==> src/rtl/slave_clk_pkg.sv <==
package slave_clk_pkg;
  localparam int FRAME_PERIODS = 16;
  localparam int BYTE_BITS     = 8;
  localparam int PER_W         = $clog2(FRAME_PERIODS);
  localparam int SLOT_W        = $clog2(BYTE_BITS);
endpackage

==> src/rtl/slave_tone_timer.sv <==
module slave_tone_timer #(
  parameter int FRAME_CYC = 64
) (
  input  logic clk,
  input  logic rst_n,
  input  logic tone_i,
  input  logic burst_i,
  output logic tick_o
);
  localparam int CW = (FRAME_CYC > 1) ? $clog2(FRAME_CYC) : 1;
  localparam logic [CW-1:0] CNT_LAST = CW'(FRAME_CYC - 1);

  logic          tone_q;
  logic          armed;
  logic [CW-1:0] cnt;
  logic          tone_rise;

  assign tone_rise = tone_i & ~tone_q;
  assign tick_o    = armed & tone_i & (cnt == '0);

  always_ff @(posedge clk or negedge rst_n) begin
    if (!rst_n) begin
      tone_q <= 1'b0;
      armed  <= 1'b0;
      cnt    <= '0;
    end else begin
      tone_q <= tone_i;
      if (burst_i || !tone_i)  armed <= 1'b0;
      else if (tone_rise)      armed <= 1'b1;
      if (tone_rise)           cnt <= '0;
      else if (armed)          cnt <= (cnt == CNT_LAST) ? '0 : cnt + 1'b1;
    end
  end

  a_r10_no_tick_after_low: assert property (@(posedge clk) disable iff (!rst_n)
    !tone_i |=> !tick_o);
  a_r11_burst_disarms: assert property (@(posedge clk) disable iff (!rst_n)
    burst_i |=> !tick_o);
endmodule

==> src/rtl/slave_clk_seq.sv <==
module slave_clk_seq
  import slave_clk_pkg::*;
#(
  parameter int HALF_DIV = 16
) (
  input  logic             clk,
  input  logic             rst_n,
  input  logic             start_i,
  input  logic             two_chan_i,
  input  logic             dclk_allow_i,
  output logic             dclk_o,
  output logic             en1_o,
  output logic             en2_o,
  output logic             sclk_o,
  output logic             fall_o,
  output logic [PER_W-1:0] period_o
);
  localparam int PH_W = $clog2(2 * HALF_DIV);
  localparam logic [PH_W-1:0]  PH_LAST  = PH_W'(2 * HALF_DIV - 1);
  localparam logic [PH_W-1:0]  PH_FALL  = PH_W'(HALF_DIV - 1);
  localparam logic [PH_W-1:0]  PH_HALF  = PH_W'(HALF_DIV);
  localparam logic [PER_W-1:0] PER_LAST = PER_W'(FRAME_PERIODS - 1);

  logic             running;
  logic [PH_W-1:0]  ph;
  logic [PER_W-1:0] per;

  always_ff @(posedge clk or negedge rst_n) begin
    if (!rst_n) begin
      running <= 1'b0;
      ph      <= '0;
      per     <= '0;
    end else if (start_i) begin
      running <= 1'b1;
      ph      <= '0;
      per     <= '0;
    end else if (running) begin
      if (ph == PH_LAST) begin
        ph  <= '0;
        per <= per + 1'b1;
        if (per == PER_LAST) running <= 1'b0;
      end else begin
        ph <= ph + 1'b1;
      end
    end
  end

  always_comb begin
    dclk_o   = running & (ph < PH_HALF) & dclk_allow_i;
    en1_o    = running & ~per[PER_W-1];
    en2_o    = running & per[PER_W-1] & two_chan_i;
    sclk_o   = two_chan_i ? (running & ~per[PER_W-2]) : en1_o;
    fall_o   = running & (ph == PH_FALL) & ~start_i;
    period_o = per;
  end

  a_r2_start_raises_en1: assert property (@(posedge clk) disable iff (!rst_n)
    start_i |=> en1_o);
  a_r3_stops_after_last: assert property (@(posedge clk) disable iff (!rst_n)
    (running && per == PER_LAST && ph == PH_LAST && !start_i) |=> (!en1_o && !en2_o && !dclk_o));
  a_r4_enables_exclusive: assert property (@(posedge clk) disable iff (!rst_n)
    en2_o |-> !en1_o);
  a_r8_restart: assert property (@(posedge clk) disable iff (!rst_n)
    (start_i && running) |=> (per == '0 && ph == '0));
endmodule

==> src/rtl/slave_byte_cap.sv <==
module slave_byte_cap
  import slave_clk_pkg::*;
(
  input  logic                 clk,
  input  logic                 rst_n,
  input  logic                 fall_i,
  input  logic [PER_W-1:0]     period_i,
  input  logic                 two_chan_i,
  input  logic                 dclk_allow_i,
  input  logic                 rx_i,
  input  logic                 m_ready_i,
  output logic                 m_valid_o,
  output logic [BYTE_BITS-1:0] m_data_o,
  output logic                 m_chan_o
);
  logic [BYTE_BITS-2:0] sh;
  logic                 clean;
  logic                 ok_now;
  logic                 deliver;
  logic [SLOT_W-1:0]    slot;
  logic [BYTE_BITS-1:0] word;

  always_comb begin
    slot    = period_i[SLOT_W-1:0];
    ok_now  = ((slot == '0) ? 1'b1 : clean) & dclk_allow_i;
    word    = {sh, rx_i};
    deliver = fall_i & (slot == SLOT_W'(BYTE_BITS - 1)) & ok_now &
              (~period_i[PER_W-1] | two_chan_i);
  end

  always_ff @(posedge clk or negedge rst_n) begin
    if (!rst_n) begin
      sh    <= '0;
      clean <= 1'b0;
    end else if (fall_i) begin
      sh    <= word[BYTE_BITS-2:0];
      clean <= ok_now;
    end
  end

  always_ff @(posedge clk or negedge rst_n) begin
    if (!rst_n) begin
      m_valid_o <= 1'b0;
      m_data_o  <= '0;
      m_chan_o  <= 1'b0;
    end else if (deliver) begin
      m_valid_o <= 1'b1;
      m_data_o  <= word;
      m_chan_o  <= period_i[PER_W-1];
    end else if (m_valid_o && m_ready_i) begin
      m_valid_o <= 1'b0;
    end
  end

  a_r7_hold_stable: assert property (@(posedge clk) disable iff (!rst_n)
    (m_valid_o && !m_ready_i && !deliver) |=> (m_valid_o && $stable(m_data_o) && $stable(m_chan_o)));
  a_r7_drop_after_accept: assert property (@(posedge clk) disable iff (!rst_n)
    (m_valid_o && m_ready_i && !deliver) |=> !m_valid_o);
  a_r9_no_byte_when_gated: assert property (@(posedge clk) disable iff (!rst_n)
    (fall_i && !dclk_allow_i) |=> !$rose(m_valid_o));
endmodule

==> src/rtl/slave_burst_clkgen.sv <==
module slave_burst_clkgen
  import slave_clk_pkg::*;
#(
  parameter int HALF_DIV = 16
) (
  input  logic       clk,
  input  logic       rst_n,
  input  logic       burst_i,
  input  logic       two_chan_i,
  input  logic       tone_i,
  input  logic       dclk_allow_i,
  input  logic       rx_i,
  input  logic       m_ready_i,
  output logic       dclk_o,
  output logic       en1_o,
  output logic       en2_o,
  output logic       sclk_o,
  output logic       m_valid_o,
  output logic [7:0] m_data_o,
  output logic       m_chan_o
);
  localparam int FRAME_CYC = 2 * HALF_DIV * FRAME_PERIODS;

  logic             tone_tick;
  logic             start;
  logic             fall;
  logic [PER_W-1:0] period;

  assign start = burst_i | tone_tick;

  slave_tone_timer #(.FRAME_CYC(FRAME_CYC)) tone_i0 (
    .clk     (clk),
    .rst_n   (rst_n),
    .tone_i  (tone_i),
    .burst_i (burst_i),
    .tick_o  (tone_tick)
  );

  slave_clk_seq #(.HALF_DIV(HALF_DIV)) seq_i0 (
    .clk          (clk),
    .rst_n        (rst_n),
    .start_i      (start),
    .two_chan_i   (two_chan_i),
    .dclk_allow_i (dclk_allow_i),
    .dclk_o       (dclk_o),
    .en1_o        (en1_o),
    .en2_o        (en2_o),
    .sclk_o       (sclk_o),
    .fall_o       (fall),
    .period_o     (period)
  );

  slave_byte_cap cap_i0 (
    .clk          (clk),
    .rst_n        (rst_n),
    .fall_i       (fall),
    .period_i     (period),
    .two_chan_i   (two_chan_i),
    .dclk_allow_i (dclk_allow_i),
    .rx_i         (rx_i),
    .m_ready_i    (m_ready_i),
    .m_valid_o    (m_valid_o),
    .m_data_o     (m_data_o),
    .m_chan_o     (m_chan_o)
  );

  a_r9_gated_clock_low: assert property (@(posedge clk) disable iff (!rst_n)
    (!dclk_allow_i && $past(!dclk_allow_i)) |-> !dclk_o);
endmodule

==> config.mk <==
export PLATFORM = sky130hd
export DESIGN_NAME = slave_burst_clkgen
export DESIGN_NICKNAME = d
export VERILOG_FILES = /design/src/rtl/slave_clk_pkg.sv /design/src/rtl/slave_tone_timer.sv /design/src/rtl/slave_clk_seq.sv /design/src/rtl/slave_byte_cap.sv /design/src/rtl/slave_burst_clkgen.sv
export SDC_FILE = /design/constraint.sdc
export NUM_CORES = 1
export LEC_CHECK = 0
export BUFFER_PORTS_ARGS = -buffer_cell sky130_fd_sc_hd__buf_4
export CAP_MARGIN = 20
export CORE_MARGIN = 3
export CORE_UTILIZATION = 60
export CTS_CLUSTER_SIZE = 24
export DETAILED_ROUTE_END_ITERATION = 8
export PLACE_DENSITY = 0.81
export SLEW_MARGIN = 20
export SYNTH_ARGS = -nofsm -noshare
export SYNTH_HDL_FRONTEND = slang
export SYNTH_HIERARCHICAL = 1
export SYNTH_SLANG_ARGS = --single-unit
==> constraint.sdc <==
create_clock -name clk -period 6.6 [get_ports clk]
set_input_delay 1.32 -clock clk [delete_from_list [all_inputs] [get_ports clk]]
set_output_delay 1.32 -clock clk [all_outputs]
set_load 0.01 [all_outputs]
[Yosys cells after proc, flatten, opt, wreduce, memory -nomap -nowiden]
Index checks and enable logic that the tools add are counted.
Storage, ports and cells
  output and inout port bits: 14
  flip-flop bits (word level): 39
Cells by class
  reductions and logical operators: 11
  add/sub/neg operators: 3
  mux-type cells: 19
  magnitude comparators: 1
  bitwise operators: 21
  equality and inequality tests: 5
Operator list (number)
  $mux 9: 3
  $and 1x1->1: 15
  $mux 5: 3
  $mux 4: 3
  $mux 1: 10
  $reduce_bool 2->1: 5
  $add 9x1->9 const B: 1
  $eq 9x9->1 const B: 1
  $logic_not 9->1: 1
  $add 5x1->5 const B: 1
  $eq 5x4->1 const B: 1
  $eq 5x5->1 const B: 1
  $lt 5x5->1 const B: 1
  $add 4x1->4 const B: 1
  $eq 4x4->1 const B: 1
  $not 1->1: 4
  $eq 3x3->1 const B: 1
  $logic_not 3->1: 1
  $or 1x1->1: 2
  $reduce_and 2->1: 1
  $logic_and 1x1->1: 1
  $logic_not 1->1: 1
  $logic_or 1x1->1: 1

[Longest topological paths before layout]
Gate-level depths: netlist (run 1).
  depth in word-level cells: 9
  depth in mapped cells: 11
  depth with buffers taken out: 9

[Modules after synthesis]
The synthesis (run 1) kept the hierarchy.
By module, submodules not included
  slave_byte_cap: seq. area each 450.4 um^2, times used 1, cells an instance 45, area each 715.7 um^2
  slave_tone_timer: seq. area each 275.3 um^2, times used 1, cells an instance 65, area each 613.1 um^2
  slave_clk_seq: seq. area each 250.2 um^2, times used 1, cells an instance 59, area each 568.0 um^2
  slave_burst_clkgen: seq. area each 0.0 um^2, times used 1, cells an instance 1, area each 6.3 um^2

[Least setup slack after synthesis (run 1)]
Ideal clock, no wire load.
  kind: input to register
  start: in tone_i
  end: reg cap_i0.m_data_o[0]
  path slack: 3.531 ns
  required time: 6.475 ns
  stages: 9
  library setup time: 0.125 ns
  path buffers: 2
  arrival: 2.945 ns
  cell sequence: nand4b_1 -> nor4_1 -> or2_1 -> clkbuf_1 -> nor2_1 -> buf_6 -> nand2_4 -> nor3_4 -> mux2_2
On the way
  longest elaborated chain between the ends: 8
Ends and longest elaborated chain
  from (decl): RTL line slave_burst_clkgen.sv:10  | input logic tone_i,
  $and 1x1->1 (2 in series): RTL line slave_tone_timer.sv:19  | assign tick_o = armed & tone_i & (cnt == '0);
  via tone_tick: RTL line slave_burst_clkgen.sv:24  | logic tone_tick;
  $or 1x1->1: RTL line slave_burst_clkgen.sv:29  | assign start = burst_i | tone_tick;
  via start: RTL line slave_burst_clkgen.sv:25  | logic start;
  $not 1->1: RTL line slave_clk_seq.sv:53  | fall_o = running & (ph == PH_FALL) & ~start_i;
  $and 1x1->1: RTL line slave_clk_seq.sv:53
  via fall: RTL line slave_burst_clkgen.sv:26  | logic fall;
  $and 1x1->1 (3 in series): RTL line slave_byte_cap.sv:27  | deliver = fall_i & (slot == SLOT_W'(BYTE_BITS - 1)) & ok_now &
  to (signal assigned): RTL line slave_byte_cap.sv:48  | m_data_o <= word;
  to (decl): RTL line slave_byte_cap.sv:13  | output logic [BYTE_BITS-1:0] m_data_o,
The timed path passes the listed nets, and every way through them passes these cells.
A chain may end at the register's enable or synchronous reset.

[Worst setup path in the final report (run 1)]
  start: in tone_i
  end: reg cap_i0.m_data_o[1]
Same word-level chain as after synthesis.

==> results.md, run 1 <==
- Buf/Inv on CP: 1
- Fin. Hold Viols: 0
- Syn-to-layout area delta: 11.5%
- Register area share after synthesis: between 50% and 60%
- First-iteration detailed-routing DRC count: 77
- Pre-antenna DRT Iters: 4
- Adder-Cell Fraction of Synth Area: approximately 4.6%
- Synth area leader: dfrtp_1
- Hold-fix buffers at CTS: 0
- CP max-delay cell: nor2_1
- Port bufs: 21
- Largest net degree at the start of global routing: 40
- Critical R2R Capture: cap_i0/m_data_o[1]
- EDFF count, synth: 0
- # diodes: 0
- Dominant cells by area after synthesis: dfrtp_1, mux2_2, ha_1
- Placed Area: 2070 µm²
- Worst rel slew slack: 44.7%
- Clock slew at reported path FFs: 0.11 ns
- Vias in the first global route: 1335
- Largest family of logic cells by synthesized area: simple AND/OR/NAND/NOR gates
- Crit-path cells: buf_4 -> nand4b_1 -> nor4_1 -> or2_1 -> nor2_1 -> nand2_4 -> nor3_4 -> mux2_2
- Asr flop ratio synth: between 90% and 100%
- Compound-Gate Fraction of Synth Area: 8.35%
- Synth Cell Area: ~1900 µm²
- Global-route wire length before repair: 5880 µm
- Post-synthesis mux area share: 11.6%
- Worst hold path class: reg -> reg
- DRT Wirelength: roughly 3300 µm
- Minimum clock period: 3.37 ns
- Initial antenna violation count: 0
- Cell variety after synth: 41
- Num CTS Buffers: 5
- Final nets: 206
- Slew @ Worst Pin: slightly above 0.8 ns
- Syn nets: between 150 and 200
- Synth warnings: 6
- Post-DP HPWL: about 2400 µm
- GRT Total Usage: 18.9%
- Grt ovf: 0
- Final estimated routing congestion in global placement: approximately 0.83
- Max Buffers Root-to-Sink: 2
- FF-to-FF path depth: 9
- Outcome: finished clean
- XOR/XNOR Fraction of Synth Area: 0.920%
- Most numerous cell in the Yosys netlist: dfrtp_1
- Crit share post-route: 51.1%
- Clk_lat worst skew: around 0.34 ns
- Hold Crit Depth: 1
- Average wire per standard cell: 14.1 µm
- Die Wd: 62.3 µm
- Leakage: 1.03 nW
- Share of post-route cells with drive strength above 1: 26.0%
- Required @ worst endpoint: around 7 ns
- Commonest cells post-synth: dfrtp_1, mux2_2, nor2_1
- Drt via density: 5.76
- Clock skew: around 0.008 ns
- Drt drc: 0
- Max incr delay on CP: ~0.7 ns
- Row cnt: 19
- I/O pins: 22
- PwrDens: approximately 190 nW/µm²
- Startpoint types: primary input
- Max cap viols: 0
- Slew Viols, Final: 0
- Hold path startpoint: tone_i0/tone_q
- Clock root cell: clkbuf_4
- Max VDD drop: ~0.16 mV
- Worst reg2reg startpoint: tone_i0/cnt[0]
- Area share of the largest cell type after synthesis: 51.3%
- Critical path type: in -> reg
- Post-route ant nets: 0
- Max Clk Rate: 296 MHz
- RSZ-0062 raised after global routing: false
- Reg-to-reg slack, setup: roughly 3.6 ns
- Crit-path leading delay family: simple AND/OR/NAND/NOR gates
- Post-CTS Setup Repair Bufs: 0
- CTS resizes: 0
- CORE AREA: 2880 µm²
- Post-Synth Simple-Gate Area: 19.5%
- Final setup viols: 0
- Critical Path Fanout Max: 11
- Min-Delay Endpoint: tone_i0/armed
- H-tree lvl count: 2
- CTS sink cnt: 39
- Critical path data arrival time: approximately 3.6 ns
- Die height: 62.3 µm
- Register bit total from synthesis: 39
- CTS tree: yes
- Worst setup EP type: flop
- Finished Cell Area: around 2100 µm²
- Die area: between 3000 and 4000 µm²
- Syn_area_per_cell: 11.2 µm²
- Synth Flop Type: dfrtp_1
- Cells after Synth: 170
- Initial Util: 66.2%
- Setup_tns: 0 ns
- DR vias: 1347
report_power, final:
| part | total, W | internal, W | switching (W) | leakage (nW) |
|---|---|---|---|---|
| clock | 0.000116 | 0.0000411 | 0.0000749 | 0.0282 |
| sequential | 0.000251 | 0.000244 | 0.00000645 | 0.527 |
| combinational | 0.0000263 | 0.0000110 | 0.0000153 | 0.469 |
| total | 0.000393 | 0.000296 | 0.0000966 | 1.03 |
area by class of cell:
class,count,area [µm²]
flip-flops and latches,39,976
multi-input cells,117,856
fillers,210,754
repair buffers,21,158
well taps,42,52.6
clock buffers,6,41.3
inverters,7,26.3
clock inverters,2,12.5
routing by layer:
| metal | wire [µm] | GRT usage (%) | up-vias |
|---|---|---|---|
| met2 | 1640 | 31.7 | 37 |
| li1 | - | - | 651 |
| met4 | 44 | 6.61 | 0 |
| met5 | 0 | 0 | - |
| met3 | 193 | 5.59 | 6 |
| met1 | 1430 | 23.2 | 653 |
through the flow:
step	setup slack (ns)	hold slack, ns	total power (W)	cells	util [%]
after global placement	2.95	0.438	0.000280	226	71.9
after CTS	3.20	0.451	0.000397	234	73.8
after global routing	3.08	0.448	0.000415	234	73.8
final	3.23	0.457	0.000393	234	73.8
after floorplan	3.53	0.422	0.000269	170	-
after detailed placement	2.83	0.438	0.000282	226	71.9
cells by family (layout without fill, tap and decap cells):
kind of cell / Yosys count / after routing
and+or+nand+nor: 61 / 61
AOI/OAI and AO/OA: 27 / 27
xor gates and xnor gates: 2 / 2
adders and majority gates: 7 / 7
DFF: 39 / 39
buffers and inverters: 14 / 36
muxes: 20 / 20
state kept, by name, summed over array words and instances (netlist names):
name / count
tone_i0/tone_q: 1
tone_i0/cnt: 9
cap_i0/m_data_o: 8
tone_i0/armed: 1
seq_i0/running: 1
cap_i0/sh: 7
cap_i0/clean: 1
seq_i0/period_o: 4
cap_i0/m_chan_o: 1
cap_i0/m_valid_o: 1
seq_i0/ph: 5
worst max-delay path by stage:
stage          startpoint                  to  slack [ns]  cells past startpoint
4_1_cts            tone_i  cap_i0/m_data_o[1]        3.20                      8
3_3_place_gp       tone_i  cap_i0/m_data_o[1]        2.95                      8
5_1_grt            tone_i  cap_i0/m_data_o[1]        3.08                      8
6_report           tone_i  cap_i0/m_data_o[1]        3.23                      8
3_5_place_dp       tone_i  cap_i0/m_data_o[1]        2.83                      8
2_1_floorplan      tone_i  cap_i0/m_data_o[0]        3.53                      9
layout by cell type (no fill, tap or decap), types with 2 or more instances in the layout:
master,count
nand2b_1,2
a31oi_1,3
or4_1,4
clkbuf_4,5
inv_1,7
nor2_1,13
nand2_4,2
nor2b_1,4
a211oi_1,2
nand3b_1,2
and3_1,3
o21ai_0,6
ha_1,7
nand4_1,5
buf_4,21
nand3_1,7
nand2_1,7
mux2i_1,4
xor2_1,2
dfrtp_1,39
a21oi_1,11
mux2_2,16
Note: power is estimated with default switching activity, not from simulation.
==> inputs of run 2 (changes only) <==
--- a/config.mk
+++ b/config.mk
@@ -8,10 +8,10 @@
 export BUFFER_PORTS_ARGS = -buffer_cell sky130_fd_sc_hd__buf_4
 export CAP_MARGIN = 20
 export CORE_MARGIN = 3
-export CORE_UTILIZATION = 60
+export CORE_UTILIZATION = 51
 export CTS_CLUSTER_SIZE = 24
 export DETAILED_ROUTE_END_ITERATION = 8
-export PLACE_DENSITY = 0.81
+export PLACE_DENSITY = 0.73
 export SLEW_MARGIN = 20
 export SYNTH_ARGS = -nofsm -noshare
 export SYNTH_HDL_FRONTEND = slang
==> constraint.sdc (replaced) <==
create_clock -name clk -period 3 [get_ports clk]
set_input_delay 0.6 -clock clk [delete_from_list [all_inputs] [get_ports clk]]
set_output_delay 0.6 -clock clk [all_outputs]
set_load 0.01 [all_outputs]
==> run 2 against run 1 <==
Global-route usage shrank 1.8 points. Count of clock-buffer cells in the layout fell by 1. Die area grew 16%. First-iteration DRC count rose by 5.2%. Sequential cell count stayed put. Core utilization fell by 11 points. Largest power group unchanged. Routed wire length grew 1.6%. Clock skew is 0.0031 ns lower. Largest cell class unchanged. Non-clock buffer count grew 1. Register-to-register slack got worse by 3.1 ns. Critical endpoint is now cap_i0/m_data_o[3].
==> results.md, run 2 (synthesis gave the netlist of run 1 again) <==
- Outcome: finished clean
- Global-route wire length before repair: 5870 µm (-0.22%)
- # diodes: 0 (unchanged)
- RSZ-0062 raised after global routing: false
- Critical Path Fanout Max: 11 (unchanged)
- Grt ovf: 0 (unchanged)
- Average wire per standard cell: 14.0 µm (-0.52%)
- Worst hold slack: 0.268 ns (-0.189 ns)
- Leakage: 1.06 nW (+3.4%)
- Max FFs per register: 9 (unchanged)
- Hold-fix buffers at CTS: 0 (unchanged)
- Num CTS Buffers: 5 (unchanged)
- Max Clk Rate: 394 MHz
- GRT Total Usage: 17.1% (-1.8 points)
- Clock root cell: clkbuf_8
- Syn-to-layout area delta: 15.3%
- Max VDD drop: 0.361 mV (+120%)
- Most frequent cells in the layout: dfrtp_1, buf_4, mux2_2
- Final setup viols: 0 (unchanged)
- Place WS: 0.428 ns (-2.40 ns)
- Dpl cells: 231 (+2.2%)
- Fin. Hold Viols: 0 (unchanged)
- Setup_tns: 0 ns (unchanged)
- Initial Util: 54.9% (-11 points)
- Commonest non-fill, non-tap cell in the layout: dfrtp_1
- DR vias: 1354 (+0.52%)
- Drt via density: 5.67 (-1.6%)
- Worst Slack Setup Final: 0.463 ns (-2.76 ns)
- Pre-antenna DRT Iters: 4 (unchanged)
- Vias in the first global route: 1285 (-3.7%)
- Crit share post-route: 84.6%
- I/O pins: 22 (unchanged)
- Minimum clock period: 2.54 ns
- Max cap viols: 0 (unchanged)
- Row cnt: 21 (+2)
- Clock slew at reported path FFs: 0.08 ns (-0.03 ns)
- Worst setup EP type: flop
- Drt drc: 0 (unchanged)
- Max Buffers Root-to-Sink: 2 (unchanged)
- Share of post-route cells with drive strength above 1: 26.9% (+0.90 points)
- Critical path type: reg -> reg
- Critical path data arrival time: 2.71 ns (-0.89 ns)
- CTS sink cnt: 39 (unchanged)
- Initial antenna violation count: 0 (unchanged)
- PwrDens: 475 nW/µm² (+160%)
- Slew Viols, Final: 0 (unchanged)
- Startpoint types: flop
- Port bufs: 21 (unchanged)
- DRT Wirelength: 3360 µm (+1.6%)
- Top reg by flops: tone_i0/cnt
- Final nets: 207 (+0.49%)
- Worst rel slew slack: 58.5% (+14 points)
- Worst hold path class: in -> async
- Regs by FF count: tone_i0/cnt x9, cap_i0/m_data_o x8, cap_i0/sh x7
- Slew @ Worst Pin: 0.621 ns (-0.205 ns)
- Post-DP HPWL: 2370 µm (about the same)
- CTS resizes: 0 (unchanged)
- Clock skew: 0.00490 ns (-0.00311 ns)
- CORE AREA: 3470 µm² (+21%)
- Post-CTS Setup Repair Bufs: 0 (unchanged)
- Required @ worst endpoint: 3.18 ns (-3.65 ns)
- First-iteration detailed-routing DRC count: 81 (+5.2%)
- Post-route ant nets: 0 (unchanged)
- Die height: 67.1 µm (+7.6%)
- Largest net degree at the start of global routing: 40 (unchanged)
- Final estimated routing congestion in global placement: 0.765 (-8.3%)
- Finished Layout Cells: 239 (+2.1%)
- Die area: 4500 µm² (+16%)
- CTS tree: yes
- Die Wd: 67.1 µm (+7.6%)
- H-tree lvl count: 2 (unchanged)
- Clk_lat worst skew: 0.29 ns (-0.05 ns)
-- run 2: changes by cell type in the layout (fill, tap and decap cells not counted), sizes merged --
cell      change
buf           +1
bufinv        +1
clkbuf        -1
clkinv        +1
clkinvlp      -1
-- run 2: power breakdown --
group          internal, W  leakage [nW]  switching [W]   total, W
combinational    0.0000239         0.475      0.0000334  0.0000573
clock             0.000248        0.0581       0.000185   0.000433
sequential        0.000537         0.527      0.0000146   0.000552
total             0.000808          1.06       0.000233    0.00104
-- run 2: per-layer routing --
layer	routed length, µm	share of wire, %	GRT usage (%)
met3	169	5.0	4.22
met5	0	0	0
met4	34	1.0	5.06
met2	1700	51	27.2
met1	1460	43	22.9
-- run 2: worst paths after layout --
path                                 from            endpoint  slack (ns)  cells past startpoint
setup reg to reg           tone_i0/cnt[0]  cap_i0/m_data_o[3]        0.46                      9
max in group asynchronous           rst_n      tone_i0/cnt[2]        2.40                      1
min in group clk                   tone_i      tone_i0/tone_q        0.44                      1
setup / recovery           tone_i0/cnt[0]  cap_i0/m_data_o[3]        0.46                      9
hold reg to reg            tone_i0/tone_q       tone_i0/armed        0.45                      1
hold / removal                      rst_n  seq_i0/period_o[3]        0.27                      1
-- run 2: area by class of cell --
cell class | count | area (µm²)
clock buffer | 5 | 68.8
clock inverter | 3 | 43.8
fill | 294 | 1270
inverter | 7 | 26.3
multi-input combinational | 117 | 856
sequential | 39 | 976
tap | 46 | 57.6
timing repair buffer | 22 | 165
-- run 2: through the flow --
stage          cell area, µm²  total power, W  util, %
2_1_floorplan            1900        0.000591        -
3_3_place_gp             2080        0.000616     60.0
3_5_place_dp             2080        0.000620     60.0
4_1_cts                  2190         0.00105     63.2
5_1_grt                  2190         0.00109     63.2
6_report                 2190         0.00104     63.2
-- run 2: worst max-delay path, stage by stage (launching register included) --
cell	delay (ns)
dfrtp_1	0.41
inv_1	0.09
ha_1	0.20
nand4b_1	0.10
nor4_1	0.06
or2_1	0.37
nor2_1	0.28
nand2_4	0.08
nor3_4	0.45
mux2_2	0.39
==> inputs of run 3 (changes only) <==
--- a/config.mk
+++ b/config.mk
@@ -8,10 +8,10 @@
 export BUFFER_PORTS_ARGS = -buffer_cell sky130_fd_sc_hd__buf_4
 export CAP_MARGIN = 20
 export CORE_MARGIN = 3
-export CORE_UTILIZATION = 51
+export CORE_UTILIZATION = 57
 export CTS_CLUSTER_SIZE = 24
 export DETAILED_ROUTE_END_ITERATION = 8
-export PLACE_DENSITY = 0.73
+export PLACE_DENSITY = 0.77
 export SLEW_MARGIN = 20
 export SYNTH_ARGS = -nofsm -noshare
 export SYNTH_HDL_FRONTEND = slang
==> constraint.sdc (replaced) <==
create_clock -name clk -period 2.55 [get_ports clk]
set_input_delay 0.51 -clock clk [delete_from_list [all_inputs] [get_ports clk]]
set_output_delay 0.51 -clock clk [all_outputs]
set_load 0.01 [all_outputs]
==> run 3 against run 2 <==
First-iteration DRC count is 33% higher. Sequential share of layout area is 0.38 points higher. Hold slack worse by 0.16 ns. Critical path depth unchanged. Die area is 9.6% lower. Sequential power rose by 18%. Combinational power up 22%. Non-clock buffer count increased by 2. Global-route usage up 2.7 points. Sequential cell count unchanged. Count of clock-buffer cells in the layout did not move.
==> results.md, run 3 (synthesis gave the netlist of run 1 again) <==
- Post-layout util: 69.5% (+6.3 points)
- CORE AREA: 3130 µm² (-9.8%)
- Average wire per standard cell: 14.6 µm (+4.2%)
- Most frequent cells in the layout: dfrtp_1, buf_4, mux2_2
- CTS sink cnt: 39 (unchanged)
- Worst setup EP type: flop
- Drt via density: 5.72 (+0.89%)
- Initial Util: 60.8% (+6.0 points)
- Pre-antenna DRT Iters: 4 (unchanged)
- Final nets: 209 (+0.97%)
- Critical path type: reg -> reg
- Post-DP HPWL: 2500 µm (+5.4%)
- Multi-input logic area: 856 µm² (unchanged)
- DRT Wirelength: 3500 µm (+4.2%)
- Die height: 63.8 µm (-4.9%)
- Startpoint types: flop
- Minimum clock period: 2.37 ns (-0.170 ns)
- Clock slew at reported path FFs: 0.12 ns (+0.04 ns)
- Max FFs per register: 9 (unchanged)
- Leakage: 1.06 nW (-0.38%)
- H-tree lvl count: 2 (unchanged)
- Syn-to-layout area delta: 14.3%
- Seq. cell area: 976 µm² (unchanged)
- # fillers: 247 (-16%)
- Initial antenna violation count: 0 (unchanged)
- Post-route ant nets: 0 (unchanged)
- Final setup viols: 0 (unchanged)
- First-iteration detailed-routing DRC count: 108 (+33%)
- Placed Area: 2090 µm² (+0.60%)
- Critical Path Fanout Max: 10 (-1)
- Max Buffers Root-to-Sink: 2 (unchanged)
- Commonest non-fill, non-tap cell in the layout: dfrtp_1
- Max VDD drop: 0.355 mV (-1.9%)
- Outcome: finished clean
- Max cap viols: 0 (unchanged)
- CTS resizes: 0 (unchanged)
- Num CTS Buffers: 5 (unchanged)
- DR vias: 1366 (+0.89%)
- RSZ-0062 raised after global routing: false
- Drt drc: 0 (unchanged)
- # diodes: 0 (unchanged)
- Crit-path cells: inv_1 -> ha_1 -> nand4b_1 -> nor4_1 -> or2_1 -> nor2_1 -> nand2_4 -> nor3_4 -> mux2_2
- Port bufs: 21 (unchanged)
- Critical path data arrival time: 2.61 ns (-0.10 ns)
- I/O pins: 22 (unchanged)
- Fin. Hold Viols: 0 (unchanged)
- Slew Viols, Final: 0 (unchanged)
- Required @ worst endpoint: 2.80 ns (-0.38 ns)
- Share of post-route cells with drive strength above 1: 27.7% (+0.75 points)
- Crit-path leading delay family: simple AND/OR/NAND/NOR gates
- Die area: 4070 µm² (-9.6%)
- Die Wd: 63.8 µm (-4.9%)
- Regs by FF count: tone_i0/cnt x9, cap_i0/m_data_o x8, cap_i0/sh x7
- Grt ovf: 0 (unchanged)
- Finished Cell Area: 2170 µm² (-0.86%)
- Final estimated routing congestion in global placement: 0.866 (+13%)
- Clk_lat worst skew: 0.35 ns (+0.06 ns)
- Largest net degree at the start of global routing: 40 (unchanged)
- Vias in the first global route: 1406 (+9.4%)
- Hold-fix buffers at CTS: 0 (unchanged)
- Setup_tns: 0 ns (unchanged)
- PwrDens: 522 nW/µm² (+9.9%)
- Worst rel slew slack: 59.1% (+0.64 points)
- CTS tree: yes
- Buf/Inv on CP: 1 (unchanged)
- CP max-delay cell: nor3_4
- Worst hold path class: in -> async
- Post-CTS Setup Repair Bufs: 0 (unchanged)
- Top reg by flops: tone_i0/cnt
- Row cnt: 20 (-4.8%)
- Worst hold slack: 0.109 ns (-0.160 ns)
- Clock skew: 0.00761 ns (+0.00271 ns)
- Crit share post-route: 92.8% (+8.3 points)
- Max incr delay on CP: 0.44 ns (about the same)
- Global-route wire length before repair: 6240 µm (+6.3%)
- GRT Total Usage: 19.8% (+2.7 points)
- Clock root cell: clkbuf_4
- Slew @ Worst Pin: 0.611 ns (-0.00958 ns)
- Max Clk Rate: 422 MHz (+7.2%)
## run 3: area by class of cell
| cell class | instances | share of cell area, % |
|---|---|---|
| Sequential cell | 39 | 44.9 |
| Multi-Input combinational cell | 117 | 39.4 |
| Timing Repair Buffer | 24 | 8.29 |
| Tap cell | 44 | 2.53 |
| Clock inverter | 3 | 2.01 |
| Clock buffer | 5 | 1.73 |
| Inverter | 7 | 1.21 |
## run 3: final timing paths
kind / slack [ns] / end / cells after the start / startpoint
max: 0.18 / cap_i0/m_data_o[2] / 9 / tone_i0/cnt[0]
min: 0.11 / seq_i0/running / 1 / rst_n
max reg2reg: 0.18 / cap_i0/m_data_o[2] / 9 / tone_i0/cnt[0]
min reg2reg: 0.47 / tone_i0/armed / 1 / tone_i0/tone_q
max in group asynchronous: 2.11 / cap_i0/clean / 1 / rst_n
min in group clk: 0.28 / tone_i0/tone_q / 1 / tone_i
## run 3: power by group
group | internal (W) | total, W | switching, W
combinational | 0.0000299 | 0.0000699 | 0.0000400
clock | 0.000206 | 0.000415 | 0.000209
sequential | 0.000632 | 0.000649 | 0.0000175
total | 0.000868 | 0.00113 | 0.000267
## run 3: worst reg2reg max path, stage by stage, from the launching register on
cell and delay, ns:
dfrtp_1 0.43, inv_1 0.10, ha_1 0.20, nand4b_1 0.08, nor4_1 0.05, or2_1 0.25
nor2_1 0.23, nand2_4 0.08, nor3_4 0.44, mux2_2 0.40
## run 3: through the flow
step | cells | setup WS (ns) | total power, W
final | 239 | 0.183 | 0.00113
after global routing | 239 | 0.0557 | 0.00119
after CTS | 239 | 0.176 | 0.00115
after detailed placement | 231 | 0.190 | 0.000732
after global placement | 231 | 0.272 | 0.000726
after floorplan | 170 | 0.165 | 0.000695
## run 3: metal layers
metal	vias up	part of all wire [%]	GRT usage [%]
li1	660	-	-
met1	660	42	24.4
met2	41	51	32.9
met3	5	6.2	6.15
met4	0	1.1	6.20
met5	-	0	0
